===== src/rtl/slot_sched_pkg.sv =====
package slot_sched_pkg;

  // Per-slot decision bundle, registered at the top.
  typedef struct packed {
    logic stb;
    logic refr;
    logic ext;
    logic fill;
  } slot_flags_t;

  function automatic int max_of(input int a, input int b);
    return (a > b) ? a : b;
  endfunction

  function automatic int min_of(input int a, input int b);
    return (a < b) ? a : b;
  endfunction

endpackage


===== src/rtl/slot_pattern.sv =====
// Matches a slot index against an arithmetic run FIRST, FIRST+STRIDE, ...
module slot_pattern #(
  parameter int SLOT_W = 8,
  parameter int FIRST  = 0,
  parameter int STRIDE = 8,
  parameter int COUNT  = 1
) (
  input  logic [SLOT_W-1:0] idx,
  output logic              hit
);
  logic [COUNT-1:0] match;

  genvar i;
  generate
    for (i = 0; i < COUNT; i++) begin : g_match
      assign match[i] = (idx == SLOT_W'(FIRST + i * STRIDE));
    end
  endgenerate

  assign hit = |match;
endmodule


===== src/rtl/slot_line_timer.sv =====
// Clock / slot / line position counters with frame-start mode capture.
module slot_line_timer #(
  parameter int LINE_CLKS  = 3420,
  parameter int WIDE_DIV   = 16,
  parameter int NARROW_DIV = 20,
  parameter int FRAME_NTSC = 262,
  parameter int FRAME_PAL  = 313,
  parameter int CYC_W      = 12,
  parameter int SUB_W      = 5,
  parameter int SLOT_W     = 8,
  parameter int LINE_W     = 9
) (
  input  logic              clk,
  input  logic              rst,
  input  logic              wide_in,
  input  logic              pal_in,
  output logic              at_slot,
  output logic [SLOT_W-1:0] slot_cur,
  output logic [LINE_W-1:0] line_cur,
  output logic              wide_eff,
  output logic              pal_eff
);
  logic [CYC_W-1:0]  cyc_q;
  logic [SUB_W-1:0]  sub_q;
  logic [SLOT_W-1:0] slot_q;
  logic [LINE_W-1:0] line_q;
  logic              wide_q, pal_q;

  logic              frame_start;
  logic              line_end;
  logic [SUB_W-1:0]  div_last;
  logic [LINE_W-1:0] line_last;

  assign frame_start = (cyc_q == '0) && (line_q == '0);
  assign wide_eff    = frame_start ? wide_in : wide_q;
  assign pal_eff     = frame_start ? pal_in  : pal_q;
  assign div_last    = wide_eff ? SUB_W'(WIDE_DIV - 1) : SUB_W'(NARROW_DIV - 1);
  assign line_last   = pal_eff ? LINE_W'(FRAME_PAL - 1) : LINE_W'(FRAME_NTSC - 1);
  assign line_end    = (cyc_q == CYC_W'(LINE_CLKS - 1));

  assign at_slot  = (sub_q == '0);
  assign slot_cur = slot_q;
  assign line_cur = line_q;

  always_ff @(posedge clk) begin
    if (rst) begin
      cyc_q  <= '0;
      sub_q  <= '0;
      slot_q <= '0;
      line_q <= '0;
      wide_q <= 1'b0;
      pal_q  <= 1'b0;
    end else begin
      if (frame_start) begin
        wide_q <= wide_in;
        pal_q  <= pal_in;
      end
      if (line_end) begin
        cyc_q  <= '0;
        sub_q  <= '0;
        slot_q <= '0;
        line_q <= (line_q == line_last) ? '0 : line_q + 1'b1;
      end else begin
        cyc_q <= cyc_q + 1'b1;
        if (sub_q == div_last) begin
          sub_q  <= '0;
          slot_q <= slot_q + 1'b1;
        end else begin
          sub_q <= sub_q + 1'b1;
        end
      end
    end
  end


  sub_bound_chk: assert property (@(posedge clk) disable iff (rst)
    sub_q <= div_last);


  line_bound_chk: assert property (@(posedge clk) disable iff (rst)
    line_q <= line_last);


  mode_hold_chk: assert property (@(posedge clk) disable iff (rst)
    !frame_start |=> $stable(wide_q) && $stable(pal_q));
endmodule


===== src/rtl/slot_sched.sv =====
module slot_sched
  import slot_sched_pkg::*;
#(
  parameter int LINE_CLKS   = 3420,
  parameter int WIDE_DIV    = 16,
  parameter int NARROW_DIV  = 20,
  parameter int FRAME_NTSC  = 262,
  parameter int FRAME_PAL   = 313,
  parameter int ACT_NTSC    = 225,
  parameter int ACT_PAL     = 241,
  parameter int REF_STRIDE  = 32,
  parameter int REF_W_FIRST = 73,
  parameter int REF_W_NUM   = 5,
  parameter int REF_N_FIRST = 66,
  parameter int REF_N_NUM   = 4,
  parameter int FILL_STRIDE = 8,
  parameter int FILL_W_FIRST = 55,
  parameter int FILL_W_LAST  = 207,
  parameter int FILL_N_FIRST = 48,
  parameter int FILL_N_LAST  = 168
) (
  input  logic       clk,
  input  logic       rst,
  input  logic       wide_mode,
  input  logic       pal_mode,
  input  logic       disp_en,
  output logic       slot_stb,
  output logic [7:0] slot_idx,
  output logic       refresh,
  output logic       ext_grant,
  output logic       bg_fill,
  output logic [8:0] line_num,
  output logic       active_line
);
  localparam int CYC_W  = $clog2(LINE_CLKS);
  localparam int SUB_W  = $clog2(max_of(WIDE_DIV, NARROW_DIV));
  localparam int SLOT_W = 8;
  localparam int LINE_W = 9;
  localparam int FILL_W_NUM = (FILL_W_LAST - FILL_W_FIRST) / FILL_STRIDE + 1;
  localparam int FILL_N_NUM = (FILL_N_LAST - FILL_N_FIRST) / FILL_STRIDE + 1;

  logic              at_slot;
  logic [SLOT_W-1:0] slot_cur;
  logic [LINE_W-1:0] line_cur;
  logic              wide_eff, pal_eff;
  logic              ref_w, ref_n, fill_w, fill_n;
  logic              ref_hit, fill_hit, act;
  slot_flags_t       flags_d, flags_q;
  logic [SLOT_W-1:0] idx_q;
  logic [LINE_W-1:0] line_q;
  logic              act_q;

  slot_line_timer #(
    .LINE_CLKS(LINE_CLKS), .WIDE_DIV(WIDE_DIV), .NARROW_DIV(NARROW_DIV),
    .FRAME_NTSC(FRAME_NTSC), .FRAME_PAL(FRAME_PAL),
    .CYC_W(CYC_W), .SUB_W(SUB_W), .SLOT_W(SLOT_W), .LINE_W(LINE_W)
  ) u_timer (
    .clk(clk), .rst(rst), .wide_in(wide_mode), .pal_in(pal_mode),
    .at_slot(at_slot), .slot_cur(slot_cur), .line_cur(line_cur),
    .wide_eff(wide_eff), .pal_eff(pal_eff)
  );

  slot_pattern #(.SLOT_W(SLOT_W), .FIRST(REF_W_FIRST), .STRIDE(REF_STRIDE), .COUNT(REF_W_NUM))
    u_ref_w (.idx(slot_cur), .hit(ref_w));
  slot_pattern #(.SLOT_W(SLOT_W), .FIRST(REF_N_FIRST), .STRIDE(REF_STRIDE), .COUNT(REF_N_NUM))
    u_ref_n (.idx(slot_cur), .hit(ref_n));
  slot_pattern #(.SLOT_W(SLOT_W), .FIRST(FILL_W_FIRST), .STRIDE(FILL_STRIDE), .COUNT(FILL_W_NUM))
    u_fill_w (.idx(slot_cur), .hit(fill_w));
  slot_pattern #(.SLOT_W(SLOT_W), .FIRST(FILL_N_FIRST), .STRIDE(FILL_STRIDE), .COUNT(FILL_N_NUM))
    u_fill_n (.idx(slot_cur), .hit(fill_n));

  assign ref_hit  = wide_eff ? ref_w : ref_n;
  assign fill_hit = wide_eff ? fill_w : fill_n;
  assign act      = line_cur < (pal_eff ? LINE_W'(ACT_PAL) : LINE_W'(ACT_NTSC));

  always_comb begin
    flags_d.stb  = at_slot;
    flags_d.refr = at_slot && ref_hit;
    flags_d.ext  = at_slot && !ref_hit && (!act || !disp_en);
    flags_d.fill = at_slot && act && !disp_en && fill_hit;
  end

  always_ff @(posedge clk) begin
    if (rst) begin
      flags_q <= '0;
      idx_q   <= '0;
      line_q  <= '0;
      act_q   <= 1'b0;
    end else begin
      flags_q <= flags_d;
      if (at_slot) idx_q <= slot_cur;
      line_q  <= line_cur;
      act_q   <= act;
    end
  end

  assign slot_stb    = flags_q.stb;
  assign refresh     = flags_q.refr;
  assign ext_grant   = flags_q.ext;
  assign bg_fill     = flags_q.fill;
  assign slot_idx    = idx_q;
  assign line_num    = line_q;
  assign active_line = act_q;


  flag_strobe_chk: assert property (@(posedge clk) disable iff (rst)
    !slot_stb |-> !refresh && !ext_grant && !bg_fill);


  strobe_gap_chk: assert property (@(posedge clk) disable iff (rst)
    slot_stb |=> !slot_stb);


  line_step_chk: assert property (@(posedge clk) disable iff (rst)
    (line_num != $past(line_num)) |-> slot_stb && (slot_idx == '0));


  fill_active_chk: assert property (@(posedge clk) disable iff (rst)
    bg_fill |-> active_line);


  grant_refresh_chk: assert property (@(posedge clk) disable iff (rst)
    refresh |-> !ext_grant);
endmodule


===== config.mk =====
export PLATFORM = sky130hd
export DESIGN_NAME = slot_sched
export DESIGN_NICKNAME = d
export VERILOG_FILES = /design/src/rtl/slot_sched_pkg.sv /design/src/rtl/slot_pattern.sv /design/src/rtl/slot_line_timer.sv /design/src/rtl/slot_sched.sv
export SDC_FILE = /design/constraint.sdc
export NUM_CORES = 1
export LEC_CHECK = 0
export ABC_AREA = 1
export CORE_MARGIN = 1
export CORE_UTILIZATION = 60
export DETAILED_ROUTE_END_ITERATION = 16
export GPL_ROUTABILITY_DRIVEN = 0
export PLACE_DENSITY = 0.83
export SLEW_MARGIN = 40
export SYNTH_ARGS = -nofsm -noshare
export SYNTH_HDL_FRONTEND = slang
export SYNTH_SLANG_ARGS = --single-unit

===== constraint.sdc =====
create_clock -name clk -period 3.2 [get_ports clk]
set_clock_uncertainty 0.1 [all_clocks]
set_input_delay 0.8 -clock clk [delete_from_list [all_inputs] [get_ports clk]]
set_output_delay 0.8 -clock clk [all_outputs]
set_load 0.005 [all_outputs]

==> flow_summary.ini, run 1 <==
[status]
status = finished, final reports clean

[synthesis]
synthDistinctLibCells = 29
syn_area_mm2 = 0.00270
yosysWarnings = 0
yosysMostFrequentCell = dfxtp_1
async_flop_share_pct = 0
yosys.area.top_type = dfxtp_1
seq_area_frac_synth_pct = 43.0
yosysTopAreaCellShare_pct = 43.0
yosys-top-cells-count = dfxtp_1, nand2_1, nor2_1, inv_1, nand3_1
ys_seq_elements = 58
netlist_instances = 356
yosys-top-cells-area = dfxtp_1, nand2_1, nor2_1
syn-num-nets = 371
yosys_most_used_dff = dfxtp_1
avgSynthCellArea_um2 = 7.59
synth_edf_count = 0

[finish]
synthToLayoutAreaGrowth_pct = 19.1
n_antenna_cell = 0
layout-drive-gt1-share_pct = 11.2
fill_cells = 334
post-route-util_pct = 73.9
fin_nets = 406

[global_routing]
overflow = 0
grt_max_degree = 19
grt_pass1_vias = 2282
grt_pass1_wl_mm = 9.60
grt_usage_pct = 25.1
antenna_found_initial = 0

[power]
power_frac_comb_pct = 9.8
vdd_drop_max_v = 0.000325
p_per_area_mw_per_mm2 = 490
p_leak_nw = 1.32
seqPwrFrac_pct = 48.2
pwr-share-clk_pct = 42.0
power_mw = 1.58
switching_share_pct = 23.7
intPower_mw = 1.20
p_sw_uw = 374

[routing]
via_per_inst = 5.37
wirelength_mm = 5.75
wire_per_inst_um = 12.9
num_vias = 2396
initialDrtViolationCount = 202
drt-pass1-iter-count = 4
drc_errors = 0
antenna_left = 0

[sta]
finalMaxSlewViolations = 0
hold_viol_final = 0
rsz0062_at_grt = false
fmax_mhz = 468
slew_headroom_pct = 75.0
period_minus_slack_ps = 2140
fin_setup_tns_ps = 0
finalSetupViolations = 0
fin_crit_sh_pct = 66.8
fin_ws_ps = 1060
tightest_slew_ps = 371

[floorplanning]
fp-row-count = 24
dieWidth_um = 69.1
design.die.area_mm2 = 0.00477
ios = 27
start_util_pct = 62.0
dieHeight_um = 69.1
core_area_mm2 = 0.00435

[clocking]
cts_setup_buffers = 0
cts_tree = built
hold_buffers = 0
clk_root_buffer_cell = clkbuf_8
h-tree-depth = 3
cts_resized = 0
cts_buffers = 9
cts_max_path_buffers = 2
worstSkewPairLatency_ps = 340
cts.sinks = 58
cts.clk_slew.worst_paths_ps = 60

[setup_path]
cp-start-kind = input port
cp-endpoint = u_timer.cyc_q[8]$_SDFF_PP0_
worstSetupStartpoint = rst
r2r_cells = 10
r2r_end = u_timer.cyc_q[8]$_SDFF_PP0_
critPathMaxFanout = 18
reg2reg_slack_ps = 1160
critPathCaptureType = register
crit_type = in -> reg
crit_required_ps = 3320
crit_arrival_ps = 2260
reg2reg_from = u_timer.cyc_q[0]$_SDFF_PP0_

[min_path]
hold_class = reg -> reg

[job]
drv_cap = 0

[place]
port_buffers = 26
dp_hpwl_mm = 4.10
dp_slack_ps = 728
-- final cells by class --
type / instances / area [um2] / area share (%)
multi-input cells: 249 / 1350 / 42.0
clock inverters: 3 / 40.0 / 1.24
clock buffers: 11 / 151 / 4.70
repair buffers: 29 / 283 / 8.79
well taps: 52 / 65.1 / 2.02
flip-flops and latches: 58 / 1160 / 36.1
inverters: 44 / 165 / 5.13
-- flip-flops by register name, summed over array words and instances (netlist names) --
signal,cells
u_timer.sub_q,5
u_timer.line_cur,9
refresh,1
bg_fill,1
u_timer.slot_cur,8
active_line,1
slot_stb,1
line_num,9
ext_grant,1
slot_idx,8
u_timer.cyc_q,12
u_timer.wide_q,1
u_timer.pal_q,1
-- through the flow --
stage          hold WS, ps  instance area [um2]  cells
6_report               351                 3220    446
5_1_grt                370                 3220    446
4_1_cts                357                 3220    446
3_5_place_dp           343                 3030    432
3_3_place_gp           335                 3030    432
2_1_floorplan          317                 2700    356
-- how the worst min path moves through the flow --
stage                                      startpoint                     endpoint  slack, ps  cells after the start
after floorplan           u_timer.cyc_q[0]$_SDFF_PP0_  u_timer.cyc_q[0]$_SDFF_PP0_        320                      1
after global placement    u_timer.cyc_q[0]$_SDFF_PP0_  u_timer.cyc_q[0]$_SDFF_PP0_        330                      1
after detailed placement  u_timer.cyc_q[0]$_SDFF_PP0_  u_timer.cyc_q[0]$_SDFF_PP0_        340                      1
after CTS                 u_timer.cyc_q[0]$_SDFF_PP0_  u_timer.cyc_q[0]$_SDFF_PP0_        360                      1
after global routing      u_timer.cyc_q[0]$_SDFF_PP0_  u_timer.cyc_q[0]$_SDFF_PP0_        370                      1
final                     u_timer.cyc_q[0]$_SDFF_PP0_  u_timer.cyc_q[0]$_SDFF_PP0_        350                      1
-- cell families after synthesis --
group | count (synthesis) | synth area share [%]
AND/OR/NAND/NOR | 185 | 33.2
flip-flops | 58 | 43.0
buffers and inverters | 49 | 6.95
AO/OA/AOI/OAI | 42 | 8.34
XOR/XNOR | 12 | 3.89
adder cells (fa/ha/maj) | 10 | 4.63
-- metal layers --
layer	global-route usage, %	routed length [um]	share of wire (%)	vias up
li1	-	-	-	1219
met1	31.0	2630	46	1097
met2	40.7	2700	47	67
met3	5.26	288	5.0	13
met4	14.3	136	2.4	0
met5	0	0	0	-
-- worst max-delay path, cell delays in order --
cell	delay, ps
clkdlybuf4s50_1	470
buf_4	200
inv_1	90
nand2_2	290
inv_1	220
o21ai_0	140
a21oi_1	60
-- layout by cell type, fill, tap and decap left out, drive strengths merged, types with 3 or more instances in the layout --
| cell type | netlist | final |
|---|---|---|
| nand2 | 65 | 65 |
| nor2 | 61 | 61 |
| dfxtp | 58 | 58 |
| inv | 44 | 44 |
| nand3 | 31 | 31 |
| clkdlybuf4s50 | 0 | 26 |
| a21oi | 24 | 24 |
| o21ai | 16 | 16 |
| xor2 | 12 | 12 |
| clkbuf | 2 | 11 |
| nor3 | 11 | 11 |
| ha | 10 | 10 |
| nand4 | 9 | 9 |
| nor4 | 3 | 3 |
| buf | 3 | 3 |
-- power by group through the flow --
stage | logic (mW) | registers [mW] | clock network (mW)
final | 0.154 | 0.761 | 0.663
after global routing | 0.174 | 0.764 | 0.699
after CTS | 0.154 | 0.761 | 0.669
after detailed placement | 0.152 | 0.777 | 0
after global placement | 0.149 | 0.776 | 0
after floorplan | 0.0901 | 0.777 | 0
Note: power is estimated with default switching activity, not from simulation.
==> run 2, diff against run 1 <==
--- a/config.mk
+++ b/config.mk
@@ -7,10 +7,10 @@
 export LEC_CHECK = 0
 export ABC_AREA = 1
 export CORE_MARGIN = 1
-export CORE_UTILIZATION = 60
+export CORE_UTILIZATION = 56
 export DETAILED_ROUTE_END_ITERATION = 16
 export GPL_ROUTABILITY_DRIVEN = 0
-export PLACE_DENSITY = 0.83
+export PLACE_DENSITY = 0.79
 export SLEW_MARGIN = 40
 export SYNTH_ARGS = -nofsm -noshare
 export SYNTH_HDL_FRONTEND = slang
==> constraint.sdc (replaced) <==
create_clock -name clk -period 2 [get_ports clk]
set_clock_uncertainty 0.1 [all_clocks]
set_input_delay 0.5 -clock clk [delete_from_list [all_inputs] [get_ports clk]]
set_output_delay 0.5 -clock clk [all_outputs]
set_load 0.005 [all_outputs]
==> run 2 against run 1 <==
Effect of this change: first-iteration DRC count decreased by 26%; cell count rose by 1.3%; sequential share of layout area fell by 0.17 points; combinational power increased by 64%; sequential power is 60% higher; routed wire length decreased by 2.9%; worst hold slack better by 8.5 ps; setup slack worse by 890 ps; final area is 0.47% higher; count of clock-buffer cells in the layout grew 2; non-clock buffer count is 4 higher; largest power group unchanged.
==> flow_summary.ini, run 2 (synthesized netlist as in run 1, its figures left out) <==
[clocking]
cts_buffers = 9
cts_max_path_buffers = 2
h-tree-depth = 3
cts.sinks = 58
cts.clk_slew.worst_paths_ps = 60
cts_tree = built
clk_root_buffer_cell = clkbuf_8
worstSkewPairLatency_ps = 340
hold_buffers = 0

[finish]
top_register = u_timer.cyc_q
final_common_cell = dfxtp_1
fin_nets = 410
largest_reg_flops = 12
layout_common_cells = dfxtp_1, nand2_1, nor2_1, inv_1, nand3_1
instances_no_fill = 452
synthToLayoutAreaGrowth_pct = 19.7
n_antenna_cell = 0
layout-drive-gt1-share_pct = 13.0

[power]
p_leak_nw = 1.32
p_per_area_mw_per_mm2 = 735
pwr-share-clk_pct = 38.1
power_frac_comb_pct = 10.6
vdd_drop_max_v = 0.000508
p_sw_uw = 592
switching_share_pct = 24.9
seqPwrFrac_pct = 51.2
intPower_mw = 1.78

[floorplanning]
ios = 27
start_util_pct = 60.0
core_area_mm2 = 0.00450
design.die.area_mm2 = 0.00511
dieHeight_um = 71.5
fp-row-count = 24
dieWidth_um = 71.5

[routing]
wire_per_inst_um = 12.3
drc_errors = 0
initialDrtViolationCount = 150
antenna_left = 0
drt-pass1-iter-count = 4
wirelength_mm = 5.58
via_per_inst = 5.29
num_vias = 2391

[sta]
tightest_slew_ps = 352
slew_headroom_pct = 76.5
period_minus_slack_ps = 1830
hold_viol_final = 0
fmax_mhz = 546
fin_crit_sh_pct = 91.7
finalSetupViolations = 0
fin_setup_tns_ps = 0
finalMaxSlewViolations = 0
rsz0062_at_grt = false

[setup_path]
crit_type = reg -> reg
critPathCaptureType = register
cp-start-kind = register
slowest_delay_ps = 340
crit_required_ps = 2170
crit_arrival_ps = 2000
crit_buf_inv = 1
critPathMaxFanout = 9
crit_family = simple AND/OR/NAND/NOR gates
crit_path_top_delay_cell = dfxtp_1
path_cells = inv_1, ha_1, nand3_1, nor2_2, nand4_2, nand3_2, nand2_4, nand2_8, nand2_1, a21oi_1

[global_routing]
overflow = 0
grt_pass1_wl_mm = 9.71
grt_usage_pct = 24.8
grt_max_degree = 18
antenna_found_initial = 0
grt_pass1_vias = 2182

[job]
drv_cap = 0

[place]
dp_cells = 436
port_buffers = 26
dp_hpwl_mm = 4.17

[min_path]
hold_class = reg -> reg

[status]
status = finished, final reports clean
[run 2: cell types whose count changed in the layout (fill, tap and decap cells not counted)]
| cell | previous run | this run |
|---|---|---|
| ha_1 | 10 | 9 |
| clkbuf_8 | 11 | 10 |
| clkbuf_1 | 0 | 3 |
| nor2_2 | 3 | 5 |
| nor2_1 | 56 | 54 |
| ha_2 | 0 | 1 |
| bufinv_16 | 1 | 0 |
| buf_4 | 3 | 7 |
| nand2_1 | 57 | 55 |
| nand2_2 | 5 | 7 |
| clkinv_2 | 2 | 3 |
[run 2: layout make-up]
type	instances	area [um2]
multi-input cells	249	1370
repair buffers	33	313
clock inverters	3	15.0
inverters	44	165
well taps	52	65.1
flip-flops and latches	58	1160
fillers	379	1270
clock buffers	13	149
[run 2: through the flow]
stage | power, mW | instance area (um2) | util [%] | setup WS [ps] | hold WS, ps
after CTS | 2.39 | 3220 | 71.5 | 103 | 363
after floorplan | 1.39 | 2700 | - | 317 | 317
after global routing | 2.49 | 3230 | 71.8 | 11.5 | 377
after global placement | 1.49 | 3060 | 67.9 | 158 | 332
after detailed placement | 1.49 | 3060 | 67.9 | 86.6 | 338
final | 2.38 | 3230 | 71.8 | 167 | 360
[run 2: repair_timing]
action	4_1_cts	5_1_grt
setup endpoints to repair	0	7
gates resized for setup	0	5
setup buffers	0	0
[run 2: path summary, 6_finish.rpt]
check,start,endpoint,slack (ps),cells past startpoint
worst max-delay path,u_timer.line_cur[0]$_SDFFE_PP0P_,u_timer.slot_cur[7]$_SDFFE_PP0P_,170,10
worst min-delay path,u_timer.cyc_q[0]$_SDFF_PP0_,u_timer.cyc_q[0]$_SDFF_PP0_,360,1
worst max register to register,u_timer.line_cur[0]$_SDFFE_PP0P_,u_timer.slot_cur[7]$_SDFFE_PP0P_,170,10
worst min register to register,u_timer.cyc_q[0]$_SDFF_PP0_,u_timer.cyc_q[0]$_SDFF_PP0_,360,1
[run 2: power by group through the flow]
stage / logic, mW / registers [mW] / clock network, mW
floorplan: 0.144 / 1.24 / 0
global placement: 0.244 / 1.24 / 0
detailed placement: 0.249 / 1.24 / 0
CTS: 0.252 / 1.22 / 0.921
global route: 0.284 / 1.22 / 0.981
finish: 0.253 / 1.22 / 0.906
[run 2: metal layers]
metal  global-route usage (%)  share of wire, %  routed length (um)  vias up
met3                     5.20               4.0                 223       13
met2                     37.4                44                2430       60
li1                         -                 -                   -     1234
met5                        0                 0                   0        -
met1                     33.3                50                2800     1084
met4                     13.5               2.3                 129        0
==> run 3, diff against run 2 <==
--- a/config.mk
+++ b/config.mk
@@ -10,7 +10,8 @@
 export CORE_UTILIZATION = 56
 export DETAILED_ROUTE_END_ITERATION = 16
 export GPL_ROUTABILITY_DRIVEN = 0
-export PLACE_DENSITY = 0.79
+export GPL_TIMING_DRIVEN = 0
+export PLACE_DENSITY = 0.78
 export SLEW_MARGIN = 40
 export SYNTH_ARGS = -nofsm -noshare
 export SYNTH_HDL_FRONTEND = slang
==> run 3 against run 2 <==
Effect of this change: fmax decreased by 1.7%; combinational power decreased by 2%; via count decreased by 0.75%; largest power group unchanged; critical endpoint is now u_timer.sub_q[0]$_SDFF_PP0_.
==> flow_summary.ini, run 3 (synthesized netlist as in run 1, its figures left out) <==
[setup_path]
critPathCaptureType = register
crit_required_ps = 2120
crit_arrival_ps = 1980
reg2reg_from = u_timer.line_cur[1]$_SDFFE_PP0P_
worstSetupStartpoint = u_timer.line_cur[1]$_SDFFE_PP0P_
path_cells = inv_2, ha_1, nand3_1, nor2_4, nand3_2, nand2_2, nand3_2, nand2_4, nand2_8, nand2_4, nor2_1
cp-start-kind = register
crit_path_top_delay_cell = dfxtp_1
critPathMaxFanout = 9
crit_type = reg -> reg
slowest_delay_ps = 330

[global_routing]
overflow = 0
antenna_found_initial = 0
grt_pass1_vias = 2111
grt_max_degree = 11
grt_pass1_wl_mm = 9.23
grt_usage_pct = 23.3

[sta]
finalSetupViolations = 0
finalMaxSlewViolations = 0
fmax_mhz = 536
rsz0062_at_grt = false
period_minus_slack_ps = 1860
fin_crit_sh_pct = 93.2
tightest_slew_ps = 472
whs_ps = 348
hold_viol_final = 0
slew_headroom_pct = 68.4

[floorplanning]
design.die.area_mm2 = 0.00511
start_util_pct = 60.0
fp-row-count = 24
dieHeight_um = 71.5
ios = 27
core_area_mm2 = 0.00450
dieWidth_um = 71.5

[place]
dp_hpwl_mm = 4.07
dp_cells = 434
port_buffers = 26

[finish]
top_register = u_timer.cyc_q
layout_common_cells = dfxtp_1, nand2_1, nor2_1, inv_1, nand3_1
seqCellArea_mm2 = 0.00116
layout-drive-gt1-share_pct = 12.3
fin_nets = 409
final_common_cell = dfxtp_1
n_antenna_cell = 0
largest_reg_flops = 12
multi_input_area_mm2 = 0.00138
fill_cells = 375
instances_no_fill = 451
synthToLayoutAreaGrowth_pct = 20.0

[routing]
num_vias = 2373
initialDrtViolationCount = 137
via_per_inst = 5.26
wire_per_inst_um = 12.4
drt-pass1-iter-count = 4
wirelength_mm = 5.61
antenna_left = 0
drc_errors = 0

[clocking]
cts_tree = built
worstSkewPairLatency_ps = 330
cts.clk_slew.worst_paths_ps = 60
cts_max_path_buffers = 2
cts.sinks = 58
hold_buffers = 0
cts_buffers = 9
h-tree-depth = 3
clk_root_buffer_cell = clkbuf_8

[status]
status = finished, final reports clean

[min_path]
hp-start = u_timer.cyc_q[0]$_SDFF_PP0_
hold_class = reg -> reg

[power]
p_per_area_mw_per_mm2 = 763
p_leak_nw = 1.32
power_mw = 2.47
vdd_drop_max_v = 0.000545

[job]
drv_cap = 0
[run 3: metrics by stage]
| stage | area (um2) | utilization (%) | setup TNS [ps] | setup WS [ps] |
|---|---|---|---|---|
| 2_1_floorplan | 2700 | - | 0 | 317 |
| 3_5_place_dp | 3030 | 67.2 | -1280 | -103 |
| 4_1_cts | 3210 | 71.2 | 0 | 47.2 |
| 6_report | 3240 | 72.0 | 0 | 136 |
| 5_1_grt | 3240 | 72.0 | 0 | 10.7 |
| 3_3_place_gp | 3030 | 67.2 | -1010 | -91.3 |
[run 3: what timing repair did]
action	CTS	global route
setup buffers	0	1
pin swaps	0	0
endpoints found under the setup margin	2	23
gates resized for setup	1	9
[run 3: final timing paths]
kind                                  to  slack [ps]  cells past startpoint
min reg2reg  u_timer.cyc_q[0]$_SDFF_PP0_         350                      1
min          u_timer.cyc_q[0]$_SDFF_PP0_         350                      1
max          u_timer.sub_q[0]$_SDFF_PP0_         140                     11
max reg2reg  u_timer.sub_q[0]$_SDFF_PP0_         140                     11
[run 3: layout make-up]
type                    count  area share [%]
clock buffers              13            4.28
flip-flops and latches     58            35.8
plain buffers               5           0.695
multi-input cells         249            42.6
inverters                  44            5.09
clock inverters             3            1.24
well taps                  52            2.01
repair buffers             27            8.26
[run 3: critical path: cells and delay by family (launching register included)]
family	cells	cell delay [ps]
adders and majority gates	1	180
buffers and inverters	1	120
DFF	1	330
and+or+nand+nor	9	1040
[run 3: where the power goes]
group	switching [mW]	leakage (nW)	internal, mW
combinational	0.143	0.754	0.105
clock	0.436	0.0914	0.573
sequential	0.0201	0.471	1.20
total	0.599	1.32	1.88
[run 3: layer usage]
metal / track usage, % / share of wire [%] / up-vias
met5: 0 / 0 / -
met4: 10.5 / 1.6 / 0
met3: 5.06 / 3.9 / 11
met2: 37.2 / 46 / 54
met1: 30.5 / 49 / 1080
li1: - / - / 1228
